<file path="config.mk">
export PLATFORM = sky130hd
export DESIGN_NAME = irq_present_unit
export DESIGN_NICKNAME = d
export VERILOG_FILES = /design/src/rtl/irqp_pkg.sv /design/src/rtl/irqp_cmd_stage.sv /design/src/rtl/irqp_offer_stage.sv /design/src/rtl/irqp_out_reg.sv /design/src/rtl/irq_present_unit.sv
export SDC_FILE = /design/constraint.sdc
export NUM_CORES = 1
export LEC_CHECK = 0
export CORE_MARGIN = 5
export CORE_UTILIZATION = 50
export CTS_BUF_LIST = sky130_fd_sc_hd__clkbuf_2 sky130_fd_sc_hd__clkbuf_4 sky130_fd_sc_hd__clkbuf_8
export DETAILED_ROUTE_END_ITERATION = 16
export PLACE_DENSITY = 0.84
export SKIP_CTS_REPAIR_TIMING = 1
export SYNTH_ARGS = -nofsm -noshare
export SYNTH_HDL_FRONTEND = slang
export SYNTH_SLANG_ARGS = --single-unit
</file>
<file path="constraint.sdc">
create_clock -name clk -period 6.2 [get_ports clk]
set_input_delay 0.62 -clock clk [delete_from_list [all_inputs] [get_ports clk]]
set_output_delay 0.62 -clock clk [all_outputs]
set_load 0.01 [all_outputs]
</file>
<file path="src/rtl/irqp_pkg.sv">
// Package: shared types, command codes and the IPI presentation helper
// for the per-processor interrupt presentation unit.
// Assumes an 8-bit priority and a 24-bit source number packed in a 32-bit word.
package irqp_pkg;

    localparam int PRIO_W = 8;
    localparam int SRC_W  = 24;
    localparam int WORD_W = PRIO_W + SRC_W;
    localparam int OP_W   = 3;

    localparam logic [PRIO_W-1:0] PRIO_NONE = {PRIO_W{1'b1}};

    typedef enum logic [OP_W-1:0] {
        OP_SET_PRIO = 3'd0,
        OP_SET_IPI  = 3'd1,
        OP_ACCEPT   = 3'd2,
        OP_EOI      = 3'd3,
        OP_POLL     = 3'd4
    } op_e;

    // Architectural presentation state
    typedef struct packed {
        logic [PRIO_W-1:0] cur_prio;
        logic [SRC_W-1:0]  src;
        logic [PRIO_W-1:0] pend_prio;
        logic [PRIO_W-1:0] ipi_prio;
    } pstate_t;

    // A source number travelling back to the source unit
    typedef struct packed {
        logic             valid;
        logic [SRC_W-1:0] src;
    } srcmsg_t;

    // Everything the unit registers towards its outputs besides the line
    typedef struct packed {
        srcmsg_t           rej_cmd;
        srcmsg_t           rej_offer;
        srcmsg_t           eoi;
        logic              resend;
        logic              rsp_valid;
        logic [WORD_W-1:0] rsp_word;
        logic [PRIO_W-1:0] rsp_ipi;
    } outs_t;

    // Present an IPI unless the pending interrupt is already as favoured.
    function automatic void ipi_present(
        input  pstate_t          s,
        input  logic             line,
        input  logic [SRC_W-1:0] ipi_src,
        output pstate_t          ns,
        output logic             nline,
        output srcmsg_t          rej
    );
        ns    = s;
        nline = line;
        rej   = '0;
        if (!((s.src != '0) && (s.pend_prio <= s.ipi_prio))) begin
            if (s.src != '0) begin
                rej.valid = 1'b1;
                rej.src   = s.src;
            end
            ns.src       = ipi_src;
            ns.pend_prio = s.ipi_prio;
            nline        = 1'b1;
        end
    endfunction

endpackage

</file>
<file path="src/rtl/irqp_cmd_stage.sv">
// Command stage: applies one processor command to the presentation state.
// Purely combinational; the caller registers the results.
// Assumes at most one command per cycle and that IPI_SRC is non-zero.
module irqp_cmd_stage
    import irqp_pkg::*;
#(
    parameter logic [SRC_W-1:0] IPI_SRC = 24'd2
) (
    input  logic              cmd_valid,
    input  logic [OP_W-1:0]   cmd_op,
    input  logic [WORD_W-1:0] cmd_data,
    input  pstate_t           s_in,
    input  logic              line_in,
    output pstate_t           s_out,
    output logic              line_out,
    output srcmsg_t           rej,
    output srcmsg_t           eoi,
    output logic              resend,
    output logic              rsp_valid,
    output logic [WORD_W-1:0] rsp_word,
    output logic [PRIO_W-1:0] rsp_ipi
);

    logic [PRIO_W-1:0] new_prio;
    pstate_t           ipi_s;
    logic              ipi_line;
    srcmsg_t           ipi_rej;
    pstate_t           work_s;

    assign new_prio = cmd_data[PRIO_W-1:0];

    // Decode the command and compute the next state, strobes and response
    always_comb begin
        s_out     = s_in;
        line_out  = line_in;
        rej       = '0;
        eoi       = '0;
        resend    = 1'b0;
        rsp_valid = 1'b0;
        rsp_word  = '0;
        rsp_ipi   = '0;
        work_s    = s_in;
        ipi_s     = s_in;
        ipi_line  = line_in;
        ipi_rej   = '0;
        if (cmd_valid) begin
            case (cmd_op)
                OP_SET_PRIO: begin
                    work_s.cur_prio = new_prio;
                    s_out = work_s;
                    if (new_prio < s_in.cur_prio) begin
                        if ((s_in.src != '0) && (new_prio <= s_in.pend_prio)) begin
                            rej.valid       = 1'b1;
                            rej.src         = s_in.src;
                            s_out.src       = '0;
                            s_out.pend_prio = PRIO_NONE;
                            line_out        = 1'b0;
                        end
                    end else if (s_in.src == '0) begin
                        resend = 1'b1;
                        if (s_in.ipi_prio < new_prio) begin
                            ipi_present(work_s, line_in, IPI_SRC, ipi_s, ipi_line, ipi_rej);
                            s_out    = ipi_s;
                            line_out = ipi_line;
                            rej      = ipi_rej;
                        end
                    end
                end
                OP_SET_IPI: begin
                    work_s.ipi_prio = new_prio;
                    s_out = work_s;
                    if (new_prio < s_in.cur_prio) begin
                        ipi_present(work_s, line_in, IPI_SRC, ipi_s, ipi_line, ipi_rej);
                        s_out    = ipi_s;
                        line_out = ipi_line;
                        rej      = ipi_rej;
                    end
                end
                OP_ACCEPT: begin
                    rsp_valid       = 1'b1;
                    rsp_word        = {s_in.cur_prio, s_in.src};
                    rsp_ipi         = s_in.ipi_prio;
                    s_out.cur_prio  = s_in.pend_prio;
                    s_out.src       = '0;
                    s_out.pend_prio = PRIO_NONE;
                    line_out        = 1'b0;
                end
                OP_EOI: begin
                    work_s.cur_prio = cmd_data[WORD_W-1:SRC_W];
                    s_out     = work_s;
                    eoi.valid = 1'b1;
                    eoi.src   = cmd_data[SRC_W-1:0];
                    if (s_in.src == '0) begin
                        resend = 1'b1;
                        if (s_in.ipi_prio < work_s.cur_prio) begin
                            ipi_present(work_s, line_in, IPI_SRC, ipi_s, ipi_line, ipi_rej);
                            s_out    = ipi_s;
                            line_out = ipi_line;
                            rej      = ipi_rej;
                        end
                    end
                end
                OP_POLL: begin
                    rsp_valid = 1'b1;
                    rsp_word  = {s_in.cur_prio, s_in.src};
                    rsp_ipi   = s_in.ipi_prio;
                end
                default: begin
                    s_out = s_in;
                end
            endcase
        end
    end

endmodule

</file>
<file path="src/rtl/irqp_offer_stage.sv">
// Offer stage: judges an offered interrupt against the state the command
// stage left. Purely combinational.
// Assumes source number 0 never names a real source, so such offers are dropped.
module irqp_offer_stage
    import irqp_pkg::*;
(
    input  logic              offer_valid,
    input  logic [SRC_W-1:0]  offer_src,
    input  logic [PRIO_W-1:0] offer_prio,
    input  pstate_t           s_in,
    input  logic              line_in,
    output pstate_t           s_out,
    output logic              line_out,
    output srcmsg_t           rej
);

    logic refuse;

    // Refusal test: not better than the processor or not better than the pending one
    always_comb begin
        refuse = (offer_prio >= s_in.cur_prio) ||
                 ((s_in.src != '0) && (s_in.pend_prio <= offer_prio));
    end

    // Take or bounce the offer
    always_comb begin
        s_out    = s_in;
        line_out = line_in;
        rej      = '0;
        if (offer_valid && (offer_src != '0)) begin
            if (refuse) begin
                rej.valid = 1'b1;
                rej.src   = offer_src;
            end else begin
                if (s_in.src != '0) begin
                    rej.valid = 1'b1;
                    rej.src   = s_in.src;
                end
                s_out.src       = offer_src;
                s_out.pend_prio = offer_prio;
                line_out        = 1'b1;
            end
        end
    end

endmodule

</file>
<file path="src/rtl/irqp_out_reg.sv">
// Output register: holds strobes and responses for exactly one cycle.
// Assumes a synchronous active-low reset.
module irqp_out_reg
    import irqp_pkg::*;
(
    input  logic  clk,
    input  logic  rst_n,
    input  outs_t d,
    output outs_t q
);

    // Capture this cycle's results; everything clears on reset
    always_ff @(posedge clk) begin
        if (!rst_n) begin
            q <= '0;
        end else begin
            q <= d;
        end
    end

endmodule

</file>
<file path="src/rtl/irq_present_unit.sv">
// Per-processor interrupt presentation unit. It holds the presentation word,
// the pending priority and the IPI priority. Each cycle it applies one command,
// then one offer, and registers the results.
// Assumes the source unit tolerates two rejects in one cycle (one per lane).
module irq_present_unit
    import irqp_pkg::*;
#(
    parameter logic [23:0] IPI_SRC = 24'd2
) (
    input  logic        clk,
    input  logic        rst_n,
    input  logic        offer_valid,
    input  logic [23:0] offer_src,
    input  logic [7:0]  offer_prio,
    input  logic        cmd_valid,
    input  logic [2:0]  cmd_op,
    input  logic [31:0] cmd_data,
    output logic        irq_out,
    output logic        rsp_valid,
    output logic [31:0] rsp_word,
    output logic [7:0]  rsp_ipi_prio,
    output logic        rej_cmd_valid,
    output logic [23:0] rej_cmd_src,
    output logic        rej_offer_valid,
    output logic [23:0] rej_offer_src,
    output logic        eoi_valid,
    output logic [23:0] eoi_src,
    output logic        resend_req
);

    localparam pstate_t RESET_STATE = '{cur_prio: '0, src: '0,
                                        pend_prio: PRIO_NONE, ipi_prio: PRIO_NONE};

    pstate_t state_q;
    logic    line_q;
    pstate_t cmd_s;
    logic    cmd_line;
    pstate_t off_s;
    logic    off_line;
    outs_t   outs_d;
    outs_t   outs_q;

    irqp_cmd_stage #(.IPI_SRC(IPI_SRC)) u_cmd (
        .cmd_valid (cmd_valid),
        .cmd_op    (cmd_op),
        .cmd_data  (cmd_data),
        .s_in      (state_q),
        .line_in   (line_q),
        .s_out     (cmd_s),
        .line_out  (cmd_line),
        .rej       (outs_d.rej_cmd),
        .eoi       (outs_d.eoi),
        .resend    (outs_d.resend),
        .rsp_valid (outs_d.rsp_valid),
        .rsp_word  (outs_d.rsp_word),
        .rsp_ipi   (outs_d.rsp_ipi)
    );

    irqp_offer_stage u_offer (
        .offer_valid (offer_valid),
        .offer_src   (offer_src),
        .offer_prio  (offer_prio),
        .s_in        (cmd_s),
        .line_in     (cmd_line),
        .s_out       (off_s),
        .line_out    (off_line),
        .rej         (outs_d.rej_offer)
    );

    irqp_out_reg u_outs (
        .clk   (clk),
        .rst_n (rst_n),
        .d     (outs_d),
        .q     (outs_q)
    );

    // Presentation state and interrupt line update
    always_ff @(posedge clk) begin
        if (!rst_n) begin
            state_q <= RESET_STATE;
            line_q  <= 1'b0;
        end else begin
            state_q <= off_s;
            line_q  <= off_line;
        end
    end

    assign irq_out         = line_q;
    assign rsp_valid       = outs_q.rsp_valid;
    assign rsp_word        = outs_q.rsp_word;
    assign rsp_ipi_prio    = outs_q.rsp_ipi;
    assign rej_cmd_valid   = outs_q.rej_cmd.valid;
    assign rej_cmd_src     = outs_q.rej_cmd.src;
    assign rej_offer_valid = outs_q.rej_offer.valid;
    assign rej_offer_src   = outs_q.rej_offer.src;
    assign eoi_valid       = outs_q.eoi.valid;
    assign eoi_src         = outs_q.eoi.src;
    assign resend_req      = outs_q.resend;


    line_tracks_pending_chk: assert property (@(posedge clk) disable iff (!rst_n)
        irq_out == (state_q.src != '0));


    offer_refused_chk: assert property (@(posedge clk) disable iff (!rst_n)
        (offer_valid && !cmd_valid && (offer_src != '0) && (offer_prio >= state_q.cur_prio))
        |=> (rej_offer_valid && (rej_offer_src == $past(offer_src))));


    accept_clears_chk: assert property (@(posedge clk) disable iff (!rst_n)
        (cmd_valid && (cmd_op == OP_ACCEPT) && !offer_valid)
        |=> (!irq_out && (state_q.src == '0) && rsp_valid));


    eoi_forward_chk: assert property (@(posedge clk) disable iff (!rst_n)
        (cmd_valid && (cmd_op == OP_EOI))
        |=> (eoi_valid && (eoi_src == $past(cmd_data[23:0]))));


    poll_stable_chk: assert property (@(posedge clk) disable iff (!rst_n)
        (cmd_valid && (cmd_op == OP_POLL) && !offer_valid)
        |=> ($stable(state_q) && rsp_valid));


    zero_src_ignored_chk: assert property (@(posedge clk) disable iff (!rst_n)
        (offer_valid && (offer_src == '0) && !cmd_valid)
        |=> (!rej_offer_valid && $stable(state_q)));


    evict_chk: assert property (@(posedge clk) disable iff (!rst_n)
        (cmd_valid && (cmd_op == OP_SET_PRIO) && !offer_valid && (state_q.src != '0) &&
         (cmd_data[7:0] < state_q.cur_prio) && (cmd_data[7:0] <= state_q.pend_prio))
        |=> (!irq_out && rej_cmd_valid && (rej_cmd_src == $past(state_q.src))));

endmodule

</file>
; After elaboration in Yosys (flattened, before gate mapping)
; Cells that the tools add are included.
[totals]
register_bits = 166
word_cells = 92
out_inout_bits = 118
romBits = 0
input_bits = 71
latchBits = 0
mem_bits_rw = 0
memories = 0
[op_classes]
reduce_logical = 17
order_cmp = 8
multipliers = 0
n_eq_ne = 4
addsub = 0
mux = 46
bitwise_logic = 2
n_shift = 0
n_div = 0
[ops]
columns = operator, count
row1 = two-way mux 25 bit, 13
row2 = two-way mux 40 bit, 5
row3 = two-way mux 32 bit, 6
row4 = case mux 40 bit (4 select lines), 1
row5 = case mux 25 bit (3 select lines), 1
row6 = nonzero test 24 bit, 3
row7 = two-way mux 48 bit, 1
row8 = <= comparator 8 bit, 4
row9 = zero test 24 bit, 1
row10 = less-than comparator 8 bit, 3
row11 = case mux 8 bit (3 select lines), 1
row12 = two-way mux 1 bit, 15
row13 = greater-or-equal comparator 8 bit, 1
row14 = two-way mux 8 bit, 1
row15 = "equality test 3 x 2 -> 1 bit, second input constant", 2
row16 = AND reduction 3 bit, 2
row17 = logical AND 1 bit, 5
row18 = case mux 1 bit (4 select lines), 1
row19 = AND reduction 2 bit, 2
row20 = AND reduction 4 bit, 1
row21 = "equality test 3 x 1 -> 1 bit, second input constant", 1
row22 = "equality test 3 bit, second input constant", 1
row23 = zero test 3 bit, 1
row24 = inverter 1 bit, 2
row25 = 3 further kinds, 3

; Depth between registers and ports, before layout
[logic_depth]
ltp_word = 13
mapped_depth = 20
ltp_nobuf = 18

; Hierarchy
; Synthesis repeated with hierarchy kept, for this count alone.
[hier_totals]
hier_cells = 973
area_unflattened_um2 = 8839.7
[modules_own_cells]
columns = mod, n_inst, seq_area_each_um2, area_each_um2, cells_per_inst
row1 = irqp_out_reg, 1, 2342.2, 3159.3, 246
row2 = irqp_cmd_stage, 1, 0.0, 2705.1, 416
row3 = irqp_offer_stage, 1, 0.0, 1647.8, 208
row4 = irq_present_unit, 1, 980.9, 1327.5, 103

; Least setup slack after synthesis
; OpenSTA, ideal clock, no wires.
[synth_timing]
path_kind = input-to-reg
from = input cmd_data[2]
to = register state_q[10] (netlist name)
setup_time_ns = 0.123
path_slack_ns = 1.671
path_buffers = 1
arrival_time_ns = 4.406
path_stages = 18
t_required_ns = 6.077
path_cell_list = ha_1 a211o_1 a31oi_1 o311a_1 o221ai_2 a211oi_1 a221oi_1 nand2_1 ha_1 a21o_1 a21oi_1 nand2b_1 o21ai_0 nand2_1 o22ai_1 nor3_4 buf_4 mux2_1
[synth_via]
elab_chain_cells = 11
[synth_lines]
columns = element, line_no
row1 = from (decl), irq_present_unit.sv:17  ; input logic [31:0] cmd_data,
row2 = less-than comparator 8 bit (tied with other cells), irqp_cmd_stage.sv:61  ; if (s_in.ipi_prio < new_prio) begin
row3 = two-way mux 40 bit (tied with other cells), irqp_cmd_stage.sv:61
row4 = two-way mux 40 bit (tied with other cells), irqp_cmd_stage.sv:59  ; end else if (s_in.src == '0) begin
row5 = two-way mux 32 bit / two-way mux 40 bit (equally long branches), "irqp_cmd_stage.sv:51, irqp_cmd_stage.sv:72"
row6 = case mux 40 bit (4 select lines) *, irqp_cmd_stage.sv:47  ; case (cmd_op)
row7 = two-way mux 48 bit *, irqp_cmd_stage.sv:46  ; if (cmd_valid) begin
row8 = <= comparator 8 bit / nonzero test 24 bit (equally long branches), irqp_offer_stage.sv:22  ; ((s_in.src != '0) && (s_in.pend_prio <= offer_prio));
row9 = logical AND 1 bit, irqp_offer_stage.sv:22
row10 = logical OR 1 bit, irqp_offer_stage.sv:21  ; refuse = (offer_prio >= s_in.cur_prio) ||
row11 = two-way mux 32 bit, irqp_offer_stage.sv:31  ; if (refuse) begin
row12 = two-way mux 32 bit *, irqp_offer_stage.sv:30  ; if (offer_valid && (offer_src != '0)) begin
row13 = to (signal assigned), irq_present_unit.sv:83  ; state_q <= off_s;
row14 = to (decl), irq_present_unit.sv:34  ; pstate_t state_q;
; Every way passes the cells marked *; elsewhere a longest branch is shown, timed or not. The select of a mux whose other input is x is not followed.
; A chain may end at the register's enable or synchronous reset.

; Final worst setup path
[layout_timing]
from = input cmd_data[5]
to = register state_q[30] (netlist name)
; The elaborated chain is that of the path after synthesis.

==> results by group <==
Run status
  • Outcome: finished clean

Setup path
  • Crit path cell chain: clkdlybuf4s50_1 -> inv_1 -> ha_1 -> a21oi_1 -> o21ai_0 -> o21a_1 -> o31ai_4 -> nor3_1 -> a221oi_1 -> nand2_1 -> ha_1 -> nand3_1 -> nor3_1 -> a21oi_1 -> o21ai_0 -> nand2_1 -> o22ai_1 -> nor3_4 -> buf_4 -> mux2i_1
  • CP Max Fanout: 22
  • Critical path type: primary input to flop
  • Max incr delay on CP: just over 0.6 ns
  • Max stage delay cell, worst path: nor3_1
  • R2R depth: 17
  • Worst EP arrival: between 5 and 6 ns
  • Setup crit start: cmd_data[5]
  • Flop-to-flop setup slack: 1.27 ns
  • Crit path buf inv count: 3
  • Critical Path End: state_q[30]$_SDFF_PN0_
  • Crit. End Element: flop
  • Cell depth of the worst setup path: 20
  • WP data required: ~6.6 ns
  • R2R Path End: state_q[30]$_SDFF_PN0_
  • Critical Path Start Type: primary input
  • Top cell family by delay on the critical path: simple AND/OR/NAND/NOR gates
  • Reg2reg start: state_q[45]$_SDFF_PN0_

STA
  • Max-slew violations: 0
  • Final Setup Violations: 0
  • Final period util: 0.858
  • Clock Skews: about 0.0099 ns
  • Slew @ Worst Pin: slightly below 0.9 ns
  • Final hold vios: 0
  • TNS Setup: 0 ns
  • Fmax: 188 MHz
  • Final min period: ~5.3 ns
  • WHS: 0.499 ns
  • Slew headroom: 0.405
  • Unrepaired setup endpoints after global routing: no

Power
  • Cell Pwr Density: approximately 270 nW/um^2
  • Worst vdd rail ir drop: about 0.13 mV
  • Total power: approximately 2.5 mW
  • Leakage: about 3.8 nW

Route
  • Via count: about 6200
  • Iteration-0 DRC Markers: 523
  • Via/cell ratio: 5.55
  • WL final: just under 20000 um
  • Pre-antenna DRT Iters: 6
  • Routed length per instance: 17.7 um
  • Antenna-violating nets left: 0
  • DRC errors left: 0

Global route
  • Initial antenna violation count: 0
  • First-pass GRT wire length: roughly 30000 um
  • Pin count of the biggest net entering global routing: slightly below 80
  • Total track usage: 0.236
  • Grt ovf: 0
  • Number of global-route vias before repair: about 6000

CTS
  • CTS tree: built
  • Clock transition at path regs: roughly 0.1 ns
  • CTS Buf Count: 17
  • Max H-tree Level: 4
  • Clock Latency Late Sink: approximately 0.46 ns
  • CTS root buf: clkbuf_8
  • CTS Buffer Depth: 2
  • Sink Count: 166

Synth
  • Dominant cells by area after synthesis: dfxtp_1 (47%), ha_1 (8.0%), and2_1 (6.1%)
  • Synth top area share: 0.473
  • Post-synthesis cell type count: between 50 and 60
  • Post-synth top cells: dfxtp_1 (166), nand2_1 (80), and2_1 (68), ha_1 (45), inv_1 (40)
  • Synth Flop Type: dfxtp_1
  • Syn avg cell area: roughly 9.6 um^2
  • Post-synthesis async set-or-reset flop share: 0
  • Seq cells post-synth: ~170
  • Cells after Synth: ~730
  • Number of synthesized flops with an enable pin: 0
  • Sequential fraction of the synthesis area: 0.473
  • Mapped Area: 7020 um^2
  • Largest area contributor in the netlist: dfxtp_1
  • Synth warnings: 0
  • Count leader, synth: dfxtp_1
  • Post-synthesis net count: 844

Layout
  • Layout area overhead: 35.3%
  • Fraction of layout cells with a size suffix above 1: 0.0689
  • Final #Nets: approximately 1000
  • Filler instances: approximately 1100
  • Antenna cells: 0
  • Final Util: 0.687
  • Final std cells w/o fill: 1109

Min path
  • Class of the worst hold path: flop to flop

Place
  • DP Cell Count: 1077
  • IO Port Bufs: approximately 190
  • RePlAce Congestion: roughly 0.90
  • DP HPWL: around 15000 um

Job
  • MaxCap Viol Count: 0

Floorplan
  • Die area: around 17000 um^2
  • Die Y: 129 um
  • IO Pins: 189
  • Core area: about 14000 um^2
  • Row cnt: 43
  • Die width: 129 um
  • Initial core utilization: 0.508
-- routing by layer --
metal	up-vias	routed length [um]	part of all wire	GRT usage
li1	2962	-	-	-
met1	2848	8160	0.42	0.301
met5	-	0	0	0
met2	290	9390	0.48	0.386
met3	50	1550	0.079	0.0577
met4	0	520	0.027	0.0914
-- per-stage QoR --
step	setup slack, ns	area (um^2)
floorplan	1.67	7020
global placement	0.658	9090
detailed placement	0.506	9090
CTS	0.998	9500
global route	0.570	9500
finish	0.878	9500
-- kinds of logic after synthesis --
kind of cell	after synthesis	share of synthesized area
AND/OR/NAND/NOR	279	0.208
flip-flops	166	0.473
AO/OA/AOI/OAI	124	0.137
buffers and inverters	73	0.0417
adder cells (fa/ha/maj)	45	0.0802
multiplexers	40	0.0584
XOR/XNOR	1	0.00125
-- power by group --
part           internal (mW)  switching, mW
Combinational          0.256          0.314
Sequential              1.13         0.0600
Clock                  0.341          0.446
Total                   1.72          0.819
-- how the worst min path moves through the flow --
stage,start,end,slack (ns),cells after the start
global route,state_q[44]$_SDFF_PN0_,u_outs.q[36]$_SDFF_PN0_,0.52,2
floorplan,state_q[45]$_SDFF_PN0_,u_outs.q[37]$_SDFF_PN0_,0.44,2
detailed placement,state_q[43]$_SDFF_PN0_,u_outs.q[35]$_SDFF_PN0_,0.48,2
finish,state_q[43]$_SDFF_PN0_,u_outs.q[35]$_SDFF_PN0_,0.50,2
global placement,state_q[43]$_SDFF_PN0_,u_outs.q[35]$_SDFF_PN0_,0.47,2
CTS,state_q[43]$_SDFF_PN0_,u_outs.q[35]$_SDFF_PN0_,0.50,2
-- state kept, by name, summed over array words and instances (netlist names) --
register  cells
irq_out       1
state_q      48
u_outs.q    117
-- worst reg2reg max path: cells and delay by family (launching register included) --
| family | cells | cell delay, ns |
|---|---|---|
| AO/OA/AOI/OAI | 6 | 2.03 |
| adder cells (fa/ha/maj) | 2 | 0.59 |
| buffers and inverters | 2 | 0.56 |
| flip-flops | 1 | 0.37 |
| multiplexers | 1 | 0.26 |
| AND/OR/NAND/NOR | 6 | 1.07 |
-- layout make-up --
cell class | count | area, um^2 | share of cell area
clock buffer | 17 | 234 | 0.0246
clock inverter | 15 | 176 | 0.0186
inverter | 41 | 154 | 0.0162
multi-input combinational | 489 | 3420 | 0.359
sequential | 166 | 3320 | 0.350
tap | 180 | 225 | 0.0237
timing repair buffer | 201 | 1970 | 0.208
-- placed cells by master, fill, tap and decap left out, drive strengths merged, types with 18 or more instances in the layout --
cell,count
clkdlybuf4s50,187
dfxtp,166
nand2,80
and2,69
inv,48
ha,45
nand3,36
mux2i,32
nor4,27
o21ai,25
a22o,22
nor2,20
a21oi,18
nor3,18
(Power assumes the default switching activity.)
